<file path="config.mk">
export PLATFORM = sky130hd
export DESIGN_NAME = lcd_edge_out
export DESIGN_NICKNAME = d
export VERILOG_FILES = /design/src/rtl/lcdo_pkg.sv /design/src/rtl/lcdo_cfg_latch.sv /design/src/rtl/lcdo_edge_gen.sv /design/src/rtl/lcdo_launch_reg.sv /design/src/rtl/lcd_edge_out.sv
export SDC_FILE = /design/constraint.sdc
export NUM_CORES = 1
export LEC_CHECK = 0
export BUFFER_PORTS_ARGS = -buffer_cell sky130_fd_sc_hd__buf_2
export CAP_MARGIN = 20
export CELL_PAD_IN_SITES_DETAIL_PLACEMENT = 0
export CELL_PAD_IN_SITES_GLOBAL_PLACEMENT = 1
export CORE_AREA = 2 2 58 60
export CTS_CLUSTER_SIZE = 14
export DETAILED_ROUTE_END_ITERATION = 7
export DIE_AREA = 0 0 60 62
export PLACE_DENSITY = 0.86
export SLEW_MARGIN = 20
export SYNTH_ARGS = -nofsm -noshare
export SYNTH_HDL_FRONTEND = slang
export SYNTH_SLANG_ARGS = --single-unit
</file>
<file path="constraint.sdc">
create_clock -name clk -period 2.2 [get_ports clk]
set_clock_uncertainty 0.15 [all_clocks]
set_input_delay 0.11 -clock clk [delete_from_list [all_inputs] [get_ports clk]]
set_output_delay 0.11 -clock clk [all_outputs]
set_load 0.02 [all_outputs]
</file>
<file path="src/rtl/lcdo_pkg.sv">
package lcdo_pkg;
  typedef struct packed {
    logic pclk_inv;   // data launched on falling edge
    logic sync_edge;  // 0 rise, 1 fall when sync_sel
    logic sync_sel;   // sync edge chosen independently
    logic de_low;     // active-low enable in active mode
    logic active;     // active display mode
  } lcdo_cfg_t;

  localparam lcdo_cfg_t CFG_DEFAULT = '0;
endpackage

</file>
<file path="src/rtl/lcdo_cfg_latch.sv">
module lcdo_cfg_latch
  import lcdo_pkg::*;
(
  input  logic       clk,
  input  logic       rst,
  input  logic       vs_in,
  input  lcdo_cfg_t  cfg_in,
  output lcdo_cfg_t  cfg_q,
  output logic       vs_prev
);
  logic frame_start;
  assign frame_start = vs_in & ~vs_prev;

  always_ff @(posedge clk) begin
    if (rst) begin
      cfg_q   <= CFG_DEFAULT;
      vs_prev <= 1'b0;
    end else begin
      vs_prev <= vs_in;
      if (frame_start) cfg_q <= cfg_in;
    end
  end
endmodule

</file>
<file path="src/rtl/lcdo_edge_gen.sv">
module lcdo_edge_gen
  import lcdo_pkg::*;
(
  input  logic       clk,
  input  logic       rst,
  input  lcdo_cfg_t  cfg,
  output logic       pclk_q,
  output logic       data_go,
  output logic       sync_go
);
  logic rise_next;
  logic sync_fall;

  // the update in this cycle drives the pixel clock high
  assign rise_next = ~pclk_q;
  assign sync_fall = cfg.sync_sel ? cfg.sync_edge : ~cfg.pclk_inv;
  assign data_go   = cfg.pclk_inv ? ~rise_next : rise_next;
  assign sync_go   = sync_fall    ? ~rise_next : rise_next;

  always_ff @(posedge clk) begin
    if (rst) pclk_q <= 1'b0;
    else     pclk_q <= ~pclk_q;
  end
endmodule

</file>
<file path="src/rtl/lcdo_launch_reg.sv">
module lcdo_launch_reg #(
  parameter int W = 1
) (
  input  logic         clk,
  input  logic         rst,
  input  logic         en,
  input  logic [W-1:0] d,
  output logic [W-1:0] q
);
  always_ff @(posedge clk) begin
    if (rst)     q <= '0;
    else if (en) q <= d;
  end
endmodule

</file>
<file path="src/rtl/lcd_edge_out.sv">
module lcd_edge_out
  import lcdo_pkg::*;
#(
  parameter int DATA_W = 16
) (
  input  logic              clk,
  input  logic              rst,
  input  logic              cfg_pclk_inv,
  input  logic              cfg_sync_edge,
  input  logic              cfg_sync_sel,
  input  logic              cfg_de_low,
  input  logic              cfg_active,
  input  logic [DATA_W-1:0] pix_in,
  input  logic              hs_in,
  input  logic              vs_in,
  input  logic              de_in,
  output logic              pclk_o,
  output logic [DATA_W-1:0] pix_o,
  output logic              hs_o,
  output logic              vs_o,
  output logic              de_o
);
  localparam int DLANE_W = DATA_W + 1;  // pixel bus plus enable
  localparam int SLANE_W = 2;           // hsync and vsync

  lcdo_cfg_t cfg_in, cfg_q;
  logic      vs_prev;
  logic      data_go, sync_go;
  logic      de_val;

  assign cfg_in = '{pclk_inv: cfg_pclk_inv, sync_edge: cfg_sync_edge,
                    sync_sel: cfg_sync_sel, de_low: cfg_de_low,
                    active: cfg_active};

  lcdo_cfg_latch u_cfg (
    .clk(clk), .rst(rst), .vs_in(vs_in), .cfg_in(cfg_in),
    .cfg_q(cfg_q), .vs_prev(vs_prev)
  );

  lcdo_edge_gen u_edge (
    .clk(clk), .rst(rst), .cfg(cfg_q),
    .pclk_q(pclk_o), .data_go(data_go), .sync_go(sync_go)
  );

  // polarity applies in active mode only
  assign de_val = cfg_q.active ? (de_in ^ cfg_q.de_low) : de_in;

  logic [DLANE_W-1:0] dlane_q;
  logic [SLANE_W-1:0] slane_q;

  lcdo_launch_reg #(.W(DLANE_W)) u_dlane (
    .clk(clk), .rst(rst), .en(data_go),
    .d({de_val, pix_in}), .q(dlane_q)
  );

  lcdo_launch_reg #(.W(SLANE_W)) u_slane (
    .clk(clk), .rst(rst), .en(sync_go),
    .d({vs_in, hs_in}), .q(slane_q)
  );

  assign pix_o = dlane_q[DATA_W-1:0];
  assign de_o  = dlane_q[DATA_W];
  assign hs_o  = slane_q[0];
  assign vs_o  = slane_q[1];
endmodule

</file>
==> Implementation_results.wiki, run 1 <==
{| class="wikitable"
! Metric !! Value
|-
| Count of final setup violators || 0
|-
| Yosys reg bits || 26
|-
| Area of the mapped netlist || 1020 um^2
|-
| Number of max-capacitance violations reported || 0
|-
| Remaining design rule violation count || 0
|-
| Root buffer cell || clkbuf_4
|-
| Synth top area share || 50.9%
|-
| Global-route usage over all layers || 13.4%
|-
| Critical path arrival || 1800 ps
|-
| Compound-gate portion of the synthesized area || 12.7%
|-
| Residual antenna-violating net count after detailed routing || 0
|-
| Cell area power density || 698 nW/um^2
|-
| Die ar. || 3720 um^2
|-
| Capture point of the worst reg-to-reg path || u_dlane.q[5]
|-
| Setup repair after global routing missed its margin || no
|-
| Y dimension of the die || 62 um
|-
| Number of antenna cells inserted || 0
|-
| Final #Nets || 210
|-
| Library cell occupying the most area in the post-synthesis netlist || dfxtp_1
|-
| Outcome || completed
|-
| Worst setup path startpoint || u_edge.pclk_q
|-
| Floorplan die width || 60 um
|-
| Total grt overflow || 0
|-
| Routed wire length || 2440 um
|-
| Routed vias/inst || 4.39
|-
| CTS tree || built
|-
| Global-route wire length before repair || 3760 um
|-
| Worst-Skew Late Latency || 320 ps
|-
| Final GP Congestion || 0.915
|-
| Area share of fa/ha/maj cells after synthesis || 0%
|-
| Register-to-Register Path Depth || 3
|-
| Element type at the critical path start || flip-flop
|-
| Core footprint || 3180 um^2
|-
| Worst setup endpoint || u_dlane.q[5]
|-
| Maximum number of buffers from clock root to sink || 2
|-
| IR drop worst, VDD || 0.219 mV
|-
| Leak || 0.709 nW
|-
| Min Tclk post-route || 1680 ps
|-
| Fill cell total of the finished layout || 317
|-
| Total clock sinks || 26
|-
| Yosys warning count || 0
|-
| Maximum number of pins on one net before global-route repair || 29
|-
| Io pins || 46
|-
| Highest-count cells in the layout ignoring fill and taps || 45 x buf_2, 37 x nand2_1, 26 x dfxtp_1
|-
| Period utilization || 76.4%
|-
| Final TNS setup || 0 ps
|-
| Tightest Hold Check Type || input port to flip-flop
|-
| Number of failing hold endpoints at the final stage || 0
|-
| Syn Inst Count || 118
|-
| Number of port buffers || 45
|-
| Main combinational cell family by area after synthesis || simple AND/OR/NAND/NOR gates
|-
| Hold Worst Slack || 66.5 ps
|-
| Max-slew violations || 0
|-
| Number of distinct library cells after synthesis || 20
|-
| Synthesized Nets || 144
|-
| Endpoint class of the critical path || flip-flop
|-
| CP Class || flip-flop to flip-flop
|-
| Simple-gate area share of the yosys netlist || 23.6%
|-
| Mux cell area share after synthesis || 4.90%
|-
| Required time at the endpoint of the critical path || 2320 ps
|-
| Number of global-route vias before repair || 892
|-
| Xor and xnor area share after synthesis || 4.04%
|-
| Sequential area share after synthesis || 50.9%
|-
| Mean post-synth cell area || 8.66 um^2
|-
| Highest fanout seen on the critical path || 16
|-
| Peak Freq || 595 MHz
|-
| Setup slack of the most critical reg-to-reg path || 520 ps
|-
| Starting density of the core || 32.2%
|-
| Clock buffers created by TritonCTS || 3
|-
| FP Rows || 21
|-
| DRT iter0 DRCs || 46
|-
| Post-DR wirelength/cell || 10.7 um
|-
| Synth top area cells || dfxtp_1 51%, nand2_1 14%, a21oi_1 6.9%
|-
| Actual transition at the worst max-transition pin || 808 ps
|-
| Startpoint of the most critical register-to-register path || u_edge.pclk_q
|-
| DP Wirelength || 1690 um
|-
| Share of cells above drive strength 1 || 29.0%
|-
| Clk pin slew, worst setup/hold paths || 140 ps
|-
| CTS H-Tree Depth || 1
|-
| Antenna violations before repair || 0
|-
| Number of iterations in the first detailed-routing pass || 6
|-
| Worst max-slew margin expressed relative to the limit || 45.9%
|-
| Area Growth Syn to Fin || 51.5%
|-
| Leading cell type in the layout, fill and taps excluded || buf_2
|-
| DR vias || 1006
|}
## state kept, by name (all words and copies together) (netlist names)
name           cells
u_dlane.q         17
u_cfg.cfg_q        5
u_slane.q          2
u_cfg.vs_prev      1
u_edge.pclk_q      1
## cells by family after synthesis
kind of cell / Yosys count
AOI/OAI and AO/OA: 21
xor gates and xnor gates: 3
buffers and inverters: 7
DFF: 26
muxes: 5
and+or+nand+nor: 56
## repair_timing
| action | 4_1_cts | 5_1_grt |
|---|---|---|
| setup buffers | 0 | 0 |
| setup endpoints to repair | 0 | 0 |
| endpoints found under the hold margin | 23 | 0 |
| resized for setup | 0 | 0 |
| hold buffers | 23 | 0 |
## metrics by stage
stage	power (mW)	std cells	utilization, %	setup WS (ps)	cell area [um^2]
6_report	1.08	229	48.7	518	1550
5_1_grt	1.14	229	48.7	318	1550
4_1_cts	1.09	229	48.7	504	1550
3_5_place_dp	0.737	202	39.8	528	1270
3_3_place_gp	0.731	202	39.8	587	1270
2_1_floorplan	0.672	118	-	686	1020
## worst max-delay path, stage by stage (launching register included)
cell and delay, ps:
dfxtp_1 600, xor2_2 580, nand2_1 150, a21oi_2 150
## synthesized netlist by cell type
cell type,instances
nand2_1,37
dfxtp_1,26
a21oi_1,14
nor2_1,7
mux2i_1,5
nand2b_1,5
clkbuf_1,4
nor2b_1,4
a2111oi_0,2
a21oi_2,2
a221oi_1,2
or2_1,2
a211oi_1,1
buf_2,1
buf_4,1
buf_6,1
or2b_1,1
xnor2_2,1
xor2_1,1
xor2_2,1
## cell type report
type / instances / area [um^2] / area share (%)
tap: 46 / 57.6 / 3.72
multi-input combinational: 85 / 463 / 29.9
sequential: 26 / 520 / 33.6
clock buffer: 3 / 22.5 / 1.45
clock inverter: 1 / 30.0 / 1.94
timing repair buffer: 68 / 455 / 29.4
## how the worst min path moves through the flow
stage,from,endpoint,slack (ps),cells after the start
2_1_floorplan,vs_in,u_cfg.vs_prev,90,1
3_3_place_gp,cfg_pclk_inv,u_cfg.cfg_q[4],190,3
3_5_place_dp,cfg_pclk_inv,u_cfg.cfg_q[4],200,3
4_1_cts,rst,u_edge.pclk_q,70,2
5_1_grt,rst,u_cfg.cfg_q[0],80,2
6_report,rst,u_edge.pclk_q,70,2
## report_power, final
part	internal (mW)	switching [mW]	leakage, nW
Sequential	0.509	0.0258	0.215
Combinational	0.100	0.121	0.466
Clock	0.184	0.140	0.0279
## metal layers
metal / part of all wire, % / routed length [um] / global-route usage [%] / up-vias
met5: 0 / 0 / 0 / -
met4: 1.1 / 26 / 6.67 / 0
li1: - / - / - / 511
met3: 4.0 / 97 / 1.24 / 2
met1: 45 / 1100 / 16.3 / 463
met2: 50 / 1210 / 23.6 / 30
Note: power is estimated with default switching activity, not from simulation.
==> inputs of run 2 (changes only) <==
CORE_AREA = 2 2 60 62   (was 2 2 58 60)
DIE_AREA = 0 0 62 64   (was 0 0 60 62)
PLACE_DENSITY = 0.82   (was 0.86)
clock period = 1.68 ns   (was 2.2 ns; I/O delays follow)
==> Implementation_results.wiki, run 2 (synthesis gave the netlist of run 1 again) <==
{| class="wikitable"
! Metric !! Value
|-
| Outcome || completed
|-
| Share of cells above drive strength 1 || 30.2% (+1.2 points)
|-
| Clock buffers created by TritonCTS || 3 (unchanged)
|-
| FP Rows || 21 (unchanged)
|-
| Element type at the critical path start || flip-flop
|-
| Area Growth Syn to Fin || 54.8%
|-
| Starting density of the core || 31.1% (-1.0 points)
|-
| Peak Freq || 675 MHz (+14%)
|-
| Setup slack of the most critical reg-to-reg path || 200 ps (-320 ps)
|-
| Routed vias/inst || 4.36 (-0.71%)
|-
| Required time at the endpoint of the critical path || 1780 ps (-540 ps)
|-
| Total non-filler cell area in the finished layout || 1580 um^2 (+2.2%)
|-
| Period utilization || 88.1% (+12 points)
|-
| Leading cell type in the layout, fill and taps excluded || buf_2
|-
| Max FFs per register || 17 (unchanged)
|-
| Cell total after placement || 206 (+2.0%)
|-
| Bufs and invs on worst path || 1 (+1)
|-
| Setup Buffers After CTS || 0 (unchanged)
|-
| Final #Nets || 216 (+2.9%)
|-
| IR drop worst, VDD || 0.315 mV (+44%)
|-
| Number of standard cells in the layout, taps in and fillers out || 235 (+2.6%)
|-
| Worst max-slew margin expressed relative to the limit || 71.3% (+25 points)
|-
| Number of global-route vias before repair || 934 (+4.7%)
|-
| Post_cts resized || 0 (unchanged)
|-
| Number of port buffers || 45 (unchanged)
|-
| Number of antenna cells inserted || 0 (unchanged)
|-
| Fill cell total of the finished layout || 324 (+2.2%)
|-
| Critical path arrival || 1580 ps (-220 ps)
|-
| Highest fanout seen on the critical path || 13 (-3)
|-
| Startpoint of the most critical register-to-register path || u_edge.pclk_q
|-
| Routed wire length || 2550 um (+4.5%)
|-
| Placed Area || 1300 um^2 (+2.4%)
|-
| Category of cells accounting for the largest share of critical-path delay || flip-flops
|-
| Hold Worst Slack || 88.3 ps (+21.9 ps)
|-
| Registers with the most flip-flops || u_dlane.q (17), u_cfg.cfg_q (5), u_slane.q (2)
|-
| Total design power || 1.32 mW (+22%)
|-
| Capture point of the worst reg-to-reg path || u_dlane.q[4]
|-
| Maximum number of pins on one net before global-route repair || 18 (-38%)
|-
| Setup repair after global routing missed its margin || no
|-
| Count of final setup violators || 0 (unchanged)
|-
| Actual transition at the worst max-transition pin || 430 ps (-378 ps)
|-
| Number of failing hold endpoints at the final stage || 0 (unchanged)
|-
| Endpoint class of the critical path || flip-flop
|-
| Antenna violations before repair || 0 (unchanged)
|-
| Floorplan die width || 62 um (+3.3%)
|-
| CTS tree || built
|-
| Worst-Skew Late Latency || 320 ps (about the same)
|-
| Cell type of the slowest stage on the worst timing path || dfxtp_1
|-
| Number of iterations in the first detailed-routing pass || 4 (-2)
|-
| CTS H-Tree Depth || 1 (unchanged)
|-
| Global-route usage over all layers || 13.1% (-0.25 points)
|-
| DRT iter0 DRCs || 47 (+2.2%)
|-
| Core footprint || 3280 um^2 (+3.3%)
|-
| Total grt overflow || 0 (unchanged)
|-
| DR vias || 1025 (+1.9%)
|-
| CP Class || flip-flop to flip-flop
|-
| CP Cell Sequence || xnor2_2, buf_4, nand2_1, a21oi_1
|-
| Hold-fix buffers at CTS || 25 (+8.7%)
|-
| Leak || 0.731 nW (+3.1%)
|-
| Final TNS setup || 0 ps (unchanged)
|-
| Highest-count cells in the layout ignoring fill and taps || 45 x buf_2, 37 x nand2_1, 26 x dfxtp_1
|-
| Cell area power density || 832 nW/um^2 (+19%)
|-
| Largest reg by FF count || u_dlane.q
|-
| Total clock sinks || 26 (unchanged)
|-
| Endpoint of the worst hold-timing path || u_slane.q[0]
|-
| Number of cells traversed by the worst hold path || 4 (+2)
|-
| Max-slew violations || 0 (unchanged)
|-
| Maximum number of buffers from clock root to sink || 2 (unchanged)
|-
| DP Wirelength || 1740 um (+3.0%)
|-
| Delay of the slowest cell on the worst path || 610 ps (about the same)
|-
| Min Tclk post-route || 1480 ps (-201 ps)
|-
| Global-route wire length before repair || 3850 um (+2.4%)
|-
| Clk pin slew, worst setup/hold paths || 140 ps (about the same)
|-
| Post-DR wirelength/cell || 10.9 um (+1.9%)
|-
| Y dimension of the die || 64 um (+3.2%)
|-
| Residual antenna-violating net count after detailed routing || 0 (unchanged)
|-
| Io pins || 46 (unchanged)
|-
| Final GP Congestion || 0.750 (-18%)
|-
| Die ar. || 3970 um^2 (+6.7%)
|-
| Register-to-Register Path Depth || 4 (+1)
|-
| Worst min-delay path startpoint || hs_in
|-
| Tightest Hold Check Type || input port to flip-flop
|-
| Root buffer cell || clkbuf_4
|-
| Number of max-capacitance violations reported || 0 (unchanged)
|-
| Remaining design rule violation count || 0 (unchanged)
|}
-- run 2: changes by cell type in the layout (fill, tap and decap cells not counted) --
cell / delta
dlygate4sd3_1: +2
clkbuf_8: +1
buf_4: +4
bufinv_16: -1
-- run 2: cell type report --
type	instances	area [um^2]	share of cell area, %
Tap cell	46	57.6	3.64
Timing Repair Buffer	74	505	31.9
Multi-Input combinational cell	85	463	29.2
Sequential cell	26	520	32.9
Clock buffer	4	36.3	2.29
-- run 2: where the power goes --
group | internal (mW) | switching [mW]
Clock | 0.132 | 0.179
Combinational | 0.145 | 0.162
Sequential | 0.666 | 0.0323
-- run 2: worst max-delay path by stage --
stage | slack (ps) | start | cells after the start | to
3_5_place_dp | 210 | u_edge.pclk_q | 4 | u_dlane.q[1]
2_1_floorplan | 170 | u_edge.pclk_q | 5 | u_dlane.q[5]
5_1_grt | 80 | u_edge.pclk_q | 4 | u_dlane.q[4]
4_1_cts | 170 | u_edge.pclk_q | 4 | u_dlane.q[1]
3_3_place_gp | 300 | u_edge.pclk_q | 4 | u_dlane.q[15]
6_report | 200 | u_edge.pclk_q | 4 | u_dlane.q[4]
-- run 2: metrics by stage --
stage | utilization, % | worst slack (ps)
after CTS | 48.2 | 174
after detailed placement | 39.5 | 214
after floorplan | - | 166
after global routing | 48.2 | 80.4
final | 48.2 | 199
after global placement | 39.5 | 297
-- run 2: per-layer routing --
layer,part of all wire (%),up-vias,track usage (%)
met5,0,-,0
met4,2.0,0,7.18
met3,6.2,4,1.82
met2,50,39,23.3
met1,41,456,14.2
li1,-,526,-
-- run 2: tightest hold or removal path: stages --
cell and delay [ps]:
buf_2 110, nand2b_1 70, a221oi_1 60, or2_1 200
==> inputs of run 3 (changes only) <==
PLACE_DENSITY = not set   (was 0.82)
PLACE_DENSITY_LB_ADDON = 0.1   (was not set)
==> Implementation_results.wiki, run 3 (synthesis gave the netlist of run 1 again) <==
{| class="wikitable"
! Metric !! Value
|-
| Setup repair after global routing missed its margin || no
|-
| CP Cell Sequence || buf_4, or2b_1, a221oi_1, or2_1
|-
| Max-slew violations || 0 (unchanged)
|-
| Number of cells traversed by the worst hold path || 4 (unchanged)
|-
| Actual transition at the worst max-transition pin || 483 ps (+53.6 ps)
|-
| Startpoint of the most critical register-to-register path || u_cfg.cfg_q[4]
|-
| Largest reg by FF count || u_dlane.q
|-
| Number of antenna cells inserted || 0 (unchanged)
|-
| Capture point of the worst reg-to-reg path || u_slane.q[0]
|-
| CTS tree || built
|-
| Number of standard cells in the layout, taps in and fillers out || 240 (+2.1%)
|-
| Count of final setup violators || 0 (unchanged)
|-
| Clock buffers created by TritonCTS || 3 (unchanged)
|-
| DRT iter0 DRCs || 41 (-13%)
|-
| Highest-count cells in the layout ignoring fill and taps || 45 x buf_2, 37 x nand2_1, 25 x dlygate4sd3_1, 25 x dfxtp_1, 14 x a21oi_1
|-
| Cell total after placement || 207 (+0.49%)
|-
| CTS H-Tree Depth || 1 (unchanged)
|-
| Starting density of the core || 31.1% (unchanged)
|-
| Number of global-route vias before repair || 1004 (+7.5%)
|-
| FP Rows || 21 (unchanged)
|-
| Core footprint || 3280 um^2 (unchanged)
|-
| Registers with the most flip-flops || u_dlane.q (17), u_cfg.cfg_q (5), u_slane.q (2)
|-
| Element type at the critical path start || flip-flop
|-
| Leak || 0.765 nW (+4.7%)
|-
| Setup slack of the most critical reg-to-reg path || 210 ps (about the same)
|-
| Delay of the slowest cell on the worst path || 450 ps (-160 ps)
|-
| Share of cells above drive strength 1 || 32.5% (+2.3 points)
|-
| DP Wirelength || 1690 um (-3.1%)
|-
| Total grt overflow || 0 (unchanged)
|-
| Routed vias/inst || 4.26 (-2.3%)
|-
| Bufs and invs on worst path || 1 (unchanged)
|-
| Y dimension of the die || 64 um (unchanged)
|-
| Area Growth Syn to Fin || 61.3%
|-
| IR drop worst, VDD || 0.501 mV (+59%)
|-
| Number of max-capacitance violations reported || 0 (unchanged)
|-
| Residual antenna-violating net count after detailed routing || 0 (unchanged)
|-
| Number of port buffers || 45 (unchanged)
|-
| Register-to-Register Path Depth || 4 (unchanged)
|-
| Final GP Congestion || 0.677 (-9.8%)
|-
| Required time at the endpoint of the critical path || 1800 ps (+20 ps)
|-
| DR vias || 1023 (-0.20%)
|-
| Maximum number of pins on one net before global-route repair || 19 (+1)
|-
| Post-DR wirelength/cell || 10.4 um (-3.8%)
|-
| Global-route wire length before repair || 4210 um (+9.3%)
|-
| Number of failing hold endpoints at the final stage || 0 (unchanged)
|-
| Floorplan die width || 62 um (unchanged)
|-
| Remaining design rule violation count || 0 (unchanged)
|-
| Cell type of the slowest stage on the worst timing path || dfxtp_1
|-
| Die ar. || 3970 um^2 (unchanged)
|-
| Max FFs per register || 17 (unchanged)
|-
| Total clock sinks || 26 (unchanged)
|-
| Min Tclk post-route || 1470 ps (-10.0 ps)
|-
| Leading cell type in the layout, fill and taps excluded || buf_2
|-
| Final TNS setup || 0 ps (unchanged)
|-
| Worst max-slew margin expressed relative to the limit || 67.8% (-3.5 points)
|-
| Maximum number of buffers from clock root to sink || 2 (unchanged)
|-
| Number of iterations in the first detailed-routing pass || 4 (unchanged)
|-
| Critical path arrival || 1590 ps (about the same)
|-
| Endpoint of the worst hold-timing path || u_slane.q[0]
|-
| Outcome || completed
|-
| Worst slack, placed || 176 ps (-38.3 ps)
|-
| Worst-Skew Late Latency || 310 ps (about the same)
|-
| Worst min-delay path startpoint || hs_in
|-
| Global-route usage over all layers || 14.1% (+0.97 points)
|-
| Endpoint class of the critical path || flip-flop
|-
| Period utilization || 87.5% (-0.60 points)
|-
| Worst setup path startpoint || u_cfg.cfg_q[4]
|-
| Clk pin slew, worst setup/hold paths || 130 ps (about the same)
|-
| Io pins || 46 (unchanged)
|-
| Tightest Hold Check Type || input port to flip-flop
|-
| Highest fanout seen on the critical path || 4 (-9)
|-
| Peak Freq || 680 MHz (+0.68%)
|-
| Worst Setup Slack, final || 209 ps (+10.0 ps)
|-
| Category of cells accounting for the largest share of critical-path delay || flip-flops
|-
| Cell area power density || 876 nW/um^2 (+5.2%)
|-
| Root buffer cell || clkbuf_4
|-
| Final #Nets || 221 (+2.3%)
|-
| CP Class || flip-flop to flip-flop
|-
| Routed wire length || 2510 um (-1.8%)
|-
| Antenna violations before repair || 0 (unchanged)
|-
| Core utilization of the finished layout || 50.2% (+2.0 points)
|}
[run 3: cell count changes in the layout (fill, tap and decap cells not counted)]
cell and change:
dfxtp_1 -1, bufinv_16 +1, xnor2_4 +1, clkbuf_8 -1, dfxtp_2 +1, buf_4 +5, xnor2_2 -1
[run 3: final cells by class]
type                    instances  area [um^2]
clock buffers                   3         22.5
clock inverters                 1         30.0
fillers                       330         1640
multi-input cells              85          474
flip-flops and latches         26          522
well taps                      46         57.6
repair buffers                 79          543
[run 3: power breakdown]
part / leakage, nW / internal (mW) / switching [mW]
Clock: 0.0279 / 0.241 / 0.185
Combinational: 0.522 / 0.156 / 0.169
Sequential: 0.215 / 0.666 / 0.0270
[run 3: worst max-delay path by stage]
stage                          end  slack [ps]  cells after the start
floorplan             u_dlane.q[5]         170                      5
global placement     u_dlane.q[16]         190                      3
detailed placement   u_dlane.q[16]         180                      3
CTS                 u_cfg.cfg_q[0]          50                      5
global route          u_slane.q[0]          70                      4
finish                u_slane.q[0]         210                      4
[run 3: through the flow]
| step | hold slack [ps] | power, mW | instance area [um^2] |
|---|---|---|---|
| after floorplan | 62.2 | 0.880 | 1020 |
| after global placement | 171 | 0.972 | 1300 |
| after detailed placement | 179 | 0.978 | 1300 |
| after CTS | 74.3 | 1.46 | 1650 |
| after global routing | 106 | 1.53 | 1650 |
| final | 84.6 | 1.44 | 1650 |
[run 3: timing repair]
action	4_1_cts	5_1_grt
endpoints found under the setup margin	0	6
hold buffers	29	0
gates resized for setup	0	2
setup buffers	0	4
hold endpoints to repair	24	0
[run 3: worst min-delay path, stage by stage]
cell and delay (ps):
buf_2 100, nand2b_1 60, a221oi_1 60, or2_1 200
[run 3: metal layers]
layer | vias to the layer above | routed length, um | global-route usage [%]
met4 | 0 | 20 | 4.79
li1 | 534 | - | -
met2 | 29 | 1170 | 24.1
met5 | - | 0 | 0
met1 | 458 | 1170 | 16.6
met3 | 2 | 148 | 3.44
